## config.mk

```make
export PLATFORM = sky130hd
export DESIGN_NAME = shift_add_mul
export DESIGN_NICKNAME = d
export VERILOG_FILES = /design/src/rtl/mul_pkg.sv /design/src/rtl/mul_addsub.sv /design/src/rtl/mul_ctrl.sv /design/src/rtl/mul_datapath.sv /design/src/rtl/shift_add_mul.sv
export SDC_FILE = /design/constraint.sdc
export NUM_CORES = 1
export LEC_CHECK = 0
export BUFFER_PORTS_ARGS = -buffer_cell sky130_fd_sc_hd__buf_2
export CAP_MARGIN = 20
export CORE_ASPECT_RATIO = 1.5
export CORE_MARGIN = 8
export CORE_UTILIZATION = 31
export DETAILED_ROUTE_END_ITERATION = 7
export PLACE_DENSITY = 0.53
export SETUP_SLACK_MARGIN = 0.15
export SLEW_MARGIN = 5
export SYNTH_ARGS = -nofsm -noshare
export SYNTH_HDL_FRONTEND = slang
export SYNTH_HIERARCHICAL = 1
export SYNTH_SLANG_ARGS = --single-unit
```

## constraint.sdc

```tcl
create_clock -name clk -period 12.9 [get_ports clk]
set_clock_uncertainty 0.1 [all_clocks]
set_input_delay 0.645 -clock clk [delete_from_list [all_inputs] [get_ports clk]]
set_output_delay 0.645 -clock clk [all_outputs]
set_load 0.01 [all_outputs]
```

## src/rtl/mul_pkg.sv

```systemverilog
package mul_pkg;
  typedef enum logic {
    ST_IDLE = 1'b0,
    ST_RUN  = 1'b1
  } mul_state_e;
endpackage

```

## src/rtl/mul_addsub.sv

```systemverilog
// Width+1 adder: extends both inputs (zero or sign), optionally gates
// the addend to zero and optionally subtracts it.
module mul_addsub #(
  parameter int W = 32
) (
  input  logic         sgn,
  input  logic         en,
  input  logic         sub,
  input  logic [W-1:0] x,
  input  logic [W-1:0] y,
  output logic [W:0]   sum
);
  logic [W:0] ext_x;
  logic [W:0] ext_y;

  always_comb begin
    ext_x = {sgn & x[W-1], x};
    ext_y = en ? {sgn & y[W-1], y} : '0;
    sum   = sub ? (ext_x - ext_y) : (ext_x + ext_y);
  end
endmodule

```

## src/rtl/mul_ctrl.sv

```systemverilog
module mul_ctrl
  import mul_pkg::*;
#(
  parameter int W = 32
) (
  input  logic clk,
  input  logic rst_n,
  input  logic start,
  output logic busy,
  output logic done,
  output logic load,
  output logic last
);
  localparam int CW = (W > 1) ? $clog2(W) : 1;
  localparam logic [CW-1:0] LAST_IDX = CW'(W - 1);

  mul_state_e    state_q, state_d;
  logic [CW-1:0] cnt_q, cnt_d;
  logic          done_q, done_d;

  assign busy = (state_q == ST_RUN);
  assign load = start & (state_q == ST_IDLE);
  assign last = busy & (cnt_q == LAST_IDX);
  assign done = done_q;

  always_comb begin
    state_d = state_q;
    cnt_d   = cnt_q;
    done_d  = 1'b0;
    case (state_q)
      ST_IDLE: begin
        if (start) begin
          state_d = ST_RUN;
          cnt_d   = '0;
        end
      end
      ST_RUN: begin
        if (cnt_q == LAST_IDX) begin
          state_d = ST_IDLE;
          done_d  = 1'b1;
        end else begin
          cnt_d = cnt_q + 1'b1;
        end
      end
      default: state_d = ST_IDLE;
    endcase
  end

  always_ff @(posedge clk or negedge rst_n) begin
    if (!rst_n) begin
      state_q <= ST_IDLE;
      cnt_q   <= '0;
      done_q  <= 1'b0;
    end else begin
      state_q <= state_d;
      cnt_q   <= cnt_d;
      done_q  <= done_d;
    end
  end

  p_accept_r2: assert property (@(posedge clk) disable iff (!rst_n)
    load |=> busy);
  p_done_pulse_r3: assert property (@(posedge clk) disable iff (!rst_n)
    done |=> !done);
  p_done_after_run_r3: assert property (@(posedge clk) disable iff (!rst_n)
    done |-> (!busy && $past(busy)));
  p_ignore_start_r7: assert property (@(posedge clk) disable iff (!rst_n)
    (busy && start && !last) |=> (busy && cnt_q == $past(cnt_q) + 1'b1));
endmodule

```

## src/rtl/mul_datapath.sv

```systemverilog
module mul_datapath #(
  parameter int W = 32
) (
  input  logic         clk,
  input  logic         rst_n,
  input  logic         load,
  input  logic         step,
  input  logic         last,
  input  logic         is_signed,
  input  logic [W-1:0] a,
  input  logic [W-1:0] b,
  output logic [W-1:0] hi,
  output logic [W-1:0] lo
);
  logic [W-1:0] hi_q, hi_d;
  logic [W-1:0] lo_q, lo_d;
  logic [W-1:0] mcand_q, mcand_d;
  logic         sgn_q, sgn_d;
  logic         do_sub;
  logic [W:0]   sum;

  assign do_sub = sgn_q & last & lo_q[0];

  mul_addsub #(.W(W)) u_addsub (
    .sgn (sgn_q),
    .en  (lo_q[0]),
    .sub (do_sub),
    .x   (hi_q),
    .y   (mcand_q),
    .sum (sum)
  );

  always_comb begin
    hi_d    = hi_q;
    lo_d    = lo_q;
    mcand_d = mcand_q;
    sgn_d   = sgn_q;
    if (load) begin
      hi_d    = '0;
      lo_d    = b;
      mcand_d = a;
      sgn_d   = is_signed;
    end else if (step) begin
      hi_d = sum[W:1];
      lo_d = {sum[0], lo_q[W-1:1]};
    end
  end

  always_ff @(posedge clk or negedge rst_n) begin
    if (!rst_n) begin
      hi_q    <= '0;
      lo_q    <= '0;
      mcand_q <= '0;
      sgn_q   <= 1'b0;
    end else begin
      if (load || step) begin
        hi_q <= hi_d;
        lo_q <= lo_d;
      end
      if (load) begin
        mcand_q <= mcand_d;
        sgn_q   <= sgn_d;
      end
    end
  end

  assign hi = hi_q;
  assign lo = lo_q;

  p_load_state_r2: assert property (@(posedge clk) disable iff (!rst_n)
    load |=> (hi_q == '0 && lo_q == $past(b)));
  p_idle_hold_r8: assert property (@(posedge clk) disable iff (!rst_n)
    (!load && !step) |=> ($stable(hi_q) && $stable(lo_q)));
  p_operands_latched_r10: assert property (@(posedge clk) disable iff (!rst_n)
    step |=> $stable(mcand_q));
endmodule

```

## src/rtl/shift_add_mul.sv

```systemverilog
module shift_add_mul #(
  parameter int W = 32
) (
  input  logic         clk,
  input  logic         rst_n,
  input  logic         start,
  input  logic         is_signed,
  input  logic [W-1:0] a,
  input  logic [W-1:0] b,
  output logic         busy,
  output logic         done,
  output logic [W-1:0] hi,
  output logic [W-1:0] lo
);
  logic load;
  logic last;

  mul_ctrl #(.W(W)) u_ctrl (
    .clk   (clk),
    .rst_n (rst_n),
    .start (start),
    .busy  (busy),
    .done  (done),
    .load  (load),
    .last  (last)
  );

  mul_datapath #(.W(W)) u_dp (
    .clk       (clk),
    .rst_n     (rst_n),
    .load      (load),
    .step      (busy),
    .last      (last),
    .is_signed (is_signed),
    .a         (a),
    .b         (b),
    .hi        (hi),
    .lo        (lo)
  );

  p_reset_idle_r1: assert property (@(posedge clk) disable iff (!rst_n)
    $rose(rst_n) |-> (!busy && !done));
  p_done_result_stable_r8: assert property (@(posedge clk) disable iff (!rst_n)
    (done && !start) |=> ($stable(hi) && $stable(lo)));
endmodule

```

Word level (Yosys, flattened, before mapping)
Cells that the tools add are included.
- flip-flop bits (word level): 104
- output and inout bits: 66
- word-level logic and storage cells: 38
- add/subtract/negate cells: 3
- equal/unequal tests: 3
- muxes and demuxes: 14
- bitwise logic cells: 7
- reductions and logical operators: 4
- operators with widths (cell ; number):
    two-way mux 32 bit ; 4
    two-way mux 33 bit ; 2
    adder 33 bit ; 1
    subtractor 33 bit ; 1
    two-way mux 5 bit ; 2
    one-hot mux 5 bit (2 select lines) ; 1
    AND 1 bit ; 6
    adder 5 x 1 -> 5 bit (second input constant) ; 1
    equality test 5 bit (second input constant) ; 1
    two-way mux 1 bit ; 4
    inequality test 2 bit (second input constant) ; 2
    AND reduction 2 bit ; 2
    one-hot mux 1 bit (2 select lines) ; 1
    nonzero test 2 bit ; 1
    logical OR 1 bit ; 1
    NOT 1 bit ; 1

Logic depth before layout (Yosys ltp)
- depth after elaboration: 7
- gate-level depth with buffers: 23
- mapped depth without buffers: 18

Modules after synthesis
Netlist, hierarchy kept.
- modules (own cells, without submodules) (module ; instances ; cells an instance ; area each (µm²)):
    mul_datapath ; 1 ; 312 ; 4067.7
    mul_addsub ; 1 ; 423 ; 2742.6
    mul_ctrl ; 1 ; 32 ; 356.6

Worst setup path after synthesis
Ideal clock, no wire load.
- path type: reg-to-reg
- start point: register u_dp.lo_q[0], in the netlist u_dp/lo[0]
- end point: register u_dp.hi_q[25], in the netlist u_dp/hi[25]
- data arrival time: 4.504 ns
- required time: 12.729 ns
- slack: 8.224 ns
- cell stages (with the launch flop): 23
- path buffers: 6
- clock period less this slack: 4.676 ns
- cells stage by stage: dfrtp_1 buf_2 buf_1 clkbuf_1 buf_1 nand2_1 ha_1 and2_1 clkbuf_1 nor2_1 or2_2 clkbuf_1 o211ai_1 ha_1 and3_1 nand4_1 or2_2 o221ai_1 a311oi_2 o21ai_1 xor2_1 mux2i_1 nor2_1
- word-level cells in the longest chain between the ends: 5
- ends and longest elaborated chain (element ; line ; source):
    start, declared ; mul_datapath.sv:16 ; logic [W-1:0] lo_q, lo_d;
    start signal, assigned ; mul_datapath.sv:58 ; lo_q <= lo_d;
    two-way mux 33 bit ; mul_addsub.sv:18 ; ext_y = en ? {sgn & y[W-1], y} : '0;
    adder 33 bit or subtractor 33 bit (tied branches) ; mul_addsub.sv:19 ; sum = sub ? (ext_x - ext_y) : (ext_x + ext_y);
    two-way mux 33 bit * ; mul_addsub.sv:19 ;
    named net u_dp.sum[26] ; mul_datapath.sv:20 ; logic [W:0] sum;
    two-way mux 32 bit * ; mul_datapath.sv:43 ; end else if (step) begin
    two-way mux 32 bit * ; mul_datapath.sv:38 ; if (load) begin
    end signal, assigned ; mul_datapath.sv:57 ; hi_q <= hi_d;
    end, declared ; mul_datapath.sv:15 ; logic [W-1:0] hi_q, hi_d;
The timed path passes the listed nets; every way through them passes the cells marked *. The select of a mux whose other input is x is not followed.
A chain may end at the register's enable or synchronous reset.

Worst setup path after layout
- start point: register u_ctrl.cnt_q[1]
- end point: register u_dp.hi_q[31], in the netlist u_dp/hi[31]
- word-level cells in the longest chain between the ends: 7
- ends and longest elaborated chain (element ; line ; source):
    start, declared ; mul_ctrl.sv:18 ; logic [CW-1:0] cnt_q, cnt_d;
    start signal, assigned ; mul_ctrl.sv:56 ; cnt_q <= cnt_d;
    equality test 5 bit ; mul_ctrl.sv:23 ; assign last = busy & (cnt_q == LAST_IDX);
    AND 1 bit ; mul_ctrl.sv:23 ;
    named net last ; shift_add_mul.sv:16 ; logic last;
    AND 1 bit (2 in series) ; mul_datapath.sv:22 ; assign do_sub = sgn_q & last & lo_q[0];
    named net u_dp.do_sub ; mul_datapath.sv:19 ; logic do_sub;
    two-way mux 33 bit ; mul_addsub.sv:19 ;
    named net u_dp.sum[32] ; mul_datapath.sv:20 ;
    two-way mux 32 bit ; mul_datapath.sv:43 ;
    two-way mux 32 bit ; mul_datapath.sv:38 ;
The timed path passes the listed nets, and every way through them passes these cells. The select of a mux whose other input is x is not followed.

==> results.ini <==
[routing]
wl_per_cell_um = 17.15
wirelength_um = 19940
m1WireLength_um = 8261
highest_layer = met5
avgViaCountPerCell = 5.170
drt_iter0_drc = 348
ant_nets = 0
dr.pass1.iters = 5
route.met3.wl_um = 875
drcViolationCount = 0
vias = 6013
wl_met2_um = 10260

[final_layout]
diodes = 0
area_growth_syn_to_layout_pct = 15.76
multi_input_area_um2 = 4273
fin_util_pct = 36.25
fillers = 2378
ff_latch_area_um2 = 2606
layout-drive-gt1-share_pct = 23.33
finalNonFillerCells = 1163
nets = 982

[worst_setup_path]
required_ns = 13.02
critPathMaxStageDelay_ns = 0.46
arrival_ns = 4.80
r2r-start = u_ctrl/cnt_q[1]
critical_path_class = register to register
slowest_stage = a221oi_2
r2r-end = u_dp/hi[31]
cp_top_family = simple AND/OR/NAND/NOR gates
r2r_slack_ns = 8.21
crit_chain = ha_1 -> and3_1 -> ha_1 -> and2_1 -> and3_1 -> buf_4 -> nor2_1 -> or2_2 -> o211ai_1 -> ha_1 -> o21ai_0 -> a21oi_1 -> a221oi_2 -> o21ai_1 -> or2_2 -> o22ai_1 -> xnor2_1 -> mux2i_1 -> nor2_1
r2r_cells = 19
cp_common_cell = ha_1
end_kind = register
cp_max_fo = 38
worst-path-buf-inv = 1
crit_path_start_kind = register

[clocking]
hold_buffers = 0
clk_pin_slew_worst_paths_ns = 0.08
cts_made_buffers = 9
postCtsSetupBuffers = 0
cts_htree_levels = 3
cts_resized = 0
cts_sinks = 104
cts_buffer_depth = 2
root_buffer = clkbuf_16
cts_tree = built
clkLatencyLatePin_ns = 0.37

[yosys]
synth_area_um2 = 7167
yosysTopAreaCell = dfrtp_1
synthMuxAreaShare_pct = 15.15
ys_types = 68
yosysMostFrequentCell = dfrtp_1
synth_top_cells_by_count = dfrtp_1 (104), nand2_1 (77), nor2_1 (76), mux2i_1 (65), a21oi_1 (52)
synthTopCellsByArea = dfrtp_1 (36%), mux2i_1 (9.1%), ha_1 (6.1%)
synth_compound_area_share_pct = 16.18
synthAdderAreaFrac_pct = 6.390
synthFlopType = dfrtp_1
yosys_warnings = 6
synth_simple_gate_area_share_pct = 15.56
synth_edf_count = 0
synthesis.nets = 871
synth_cells = 767
ys_seq_area_share_pct = 36.31
async_flop_share_pct = 100.0
avgSynthCellArea_um2 = 9.344
synth_xor_area_share_pct = 6.233
synth_top_family_by_area = compound AO/OA/AOI/OAI gates
synth_top_area_share_pct = 36.31
ys_ff_latch = 104

[global_route]
antenna_found_initial = 3
grt-ovfl-total = 0
grtUsageTotal_pct = 14.32
grt_pass1_wl_um = 32800
grt_max_degree = 95
grt_pass1_vias = 6190

[sta]
period_needed_ns = 4.686
slew_violations = 0
final.setup.tns_ns = 0
finalCritPeriodShare_pct = 36.33
max_freq_mhz = 213.4
setup-violations-final = 0
hold_violations = 0
whs_ns = 0.08949
maxSlewHeadroom_pct = 31.78
rsz0062_at_grt = false
worst_slew_pin_slew_ns = 1.023

[min_path]
hold_path_class = input port to async pin

[outcome]
status = finished, final reports clean

[die]
initial_core_util_pct = 31.31
ioPinCount = 134
dieArea_um2 = 28340
core-area_um2 = 22890
die_y_um = 202.2
rows = 68
chipWidth_um = 140.1

[flow_run]
cap_violations = 0

[placement]
io_buffers = 133
dp_hpwl_um = 15530
post-place-cells = 1147
gp_congestion = 0.8673

## flip-flops by register name, summed over array words and instances, names as in the netlist
register,cells
u_ctrl/busy,1
u_ctrl/done,1
u_ctrl/cnt_q,5
u_dp/sgn_q,1
u_dp/mcand_q,32
u_dp/hi,32
u_dp/lo,32
## final cells by class
cell class                      instances  share of cell area, %
Clock inverter                          7                  1.010
Timing Repair Buffer                  138                  8.506
Multi-Input combinational cell        611                  51.50
Sequential cell                       104                  31.41
Inverter                               14                 0.6334
Clock buffer                            9                  2.715
Tap cell                              280                  4.223
## logic make-up after synthesis
group,Yosys count
compound gates,185
fa+ha+maj,36
flops,104
mux,100
simple gates,239
xor+xnor,51
buf+inv,52
## layout by cell type (no fill, tap or decap), types with 11 or more instances in the layout
| cell | synthesis | layout |
|---|---|---|
| xor2_1 | 30 | 30 |
| nor3_1 | 12 | 12 |
| nand2_1 | 77 | 77 |
| mux2i_1 | 65 | 65 |
| mux2_2 | 23 | 23 |
| xnor2_1 | 21 | 21 |
| buf_2 | 11 | 132 |
| mux2_4 | 11 | 11 |
| o21ai_1 | 33 | 33 |
| a21oi_1 | 52 | 52 |
| nor2_1 | 76 | 76 |
| ha_1 | 35 | 35 |
| dfrtp_1 | 104 | 103 |
| o21ai_0 | 31 | 31 |
| nand3_1 | 18 | 18 |
| inv_1 | 14 | 14 |
## per-layer routing
layer | track usage (%) | up-vias
met5 | 0 | -
met2 | 25.10 | 134
met4 | 5.878 | 6
li1 | - | 2981
met3 | 3.307 | 30
met1 | 16.36 | 2862
## worst max path at each step
stage / from / endpoint / slack [ns] / cells past startpoint
after floorplan: u_dp/lo[0] / u_dp/hi[25] / 8.22 / 22
after global placement: u_ctrl/cnt_q[0] / u_dp/hi[31] / 8.30 / 19
after detailed placement: u_ctrl/cnt_q[0] / u_dp/hi[31] / 8.21 / 19
after CTS: u_ctrl/cnt_q[1] / u_dp/hi[31] / 8.20 / 19
after global routing: u_ctrl/cnt_q[0] / u_dp/hi[31] / 7.84 / 19
final: u_ctrl/cnt_q[1] / u_dp/hi[31] / 8.21 / 19
## metrics by stage
step                      area [um^2]  setup slack [ns]
after detailed placement         7988             8.211
final                            8297             8.214
after global routing             8297             7.840
after floorplan                  7167             8.224
after CTS                        8297             8.198
after global placement           7988             8.296
Power is not shown: default switching activity piles up to over one toggle a cycle in this logic, so the estimate is an artifact.
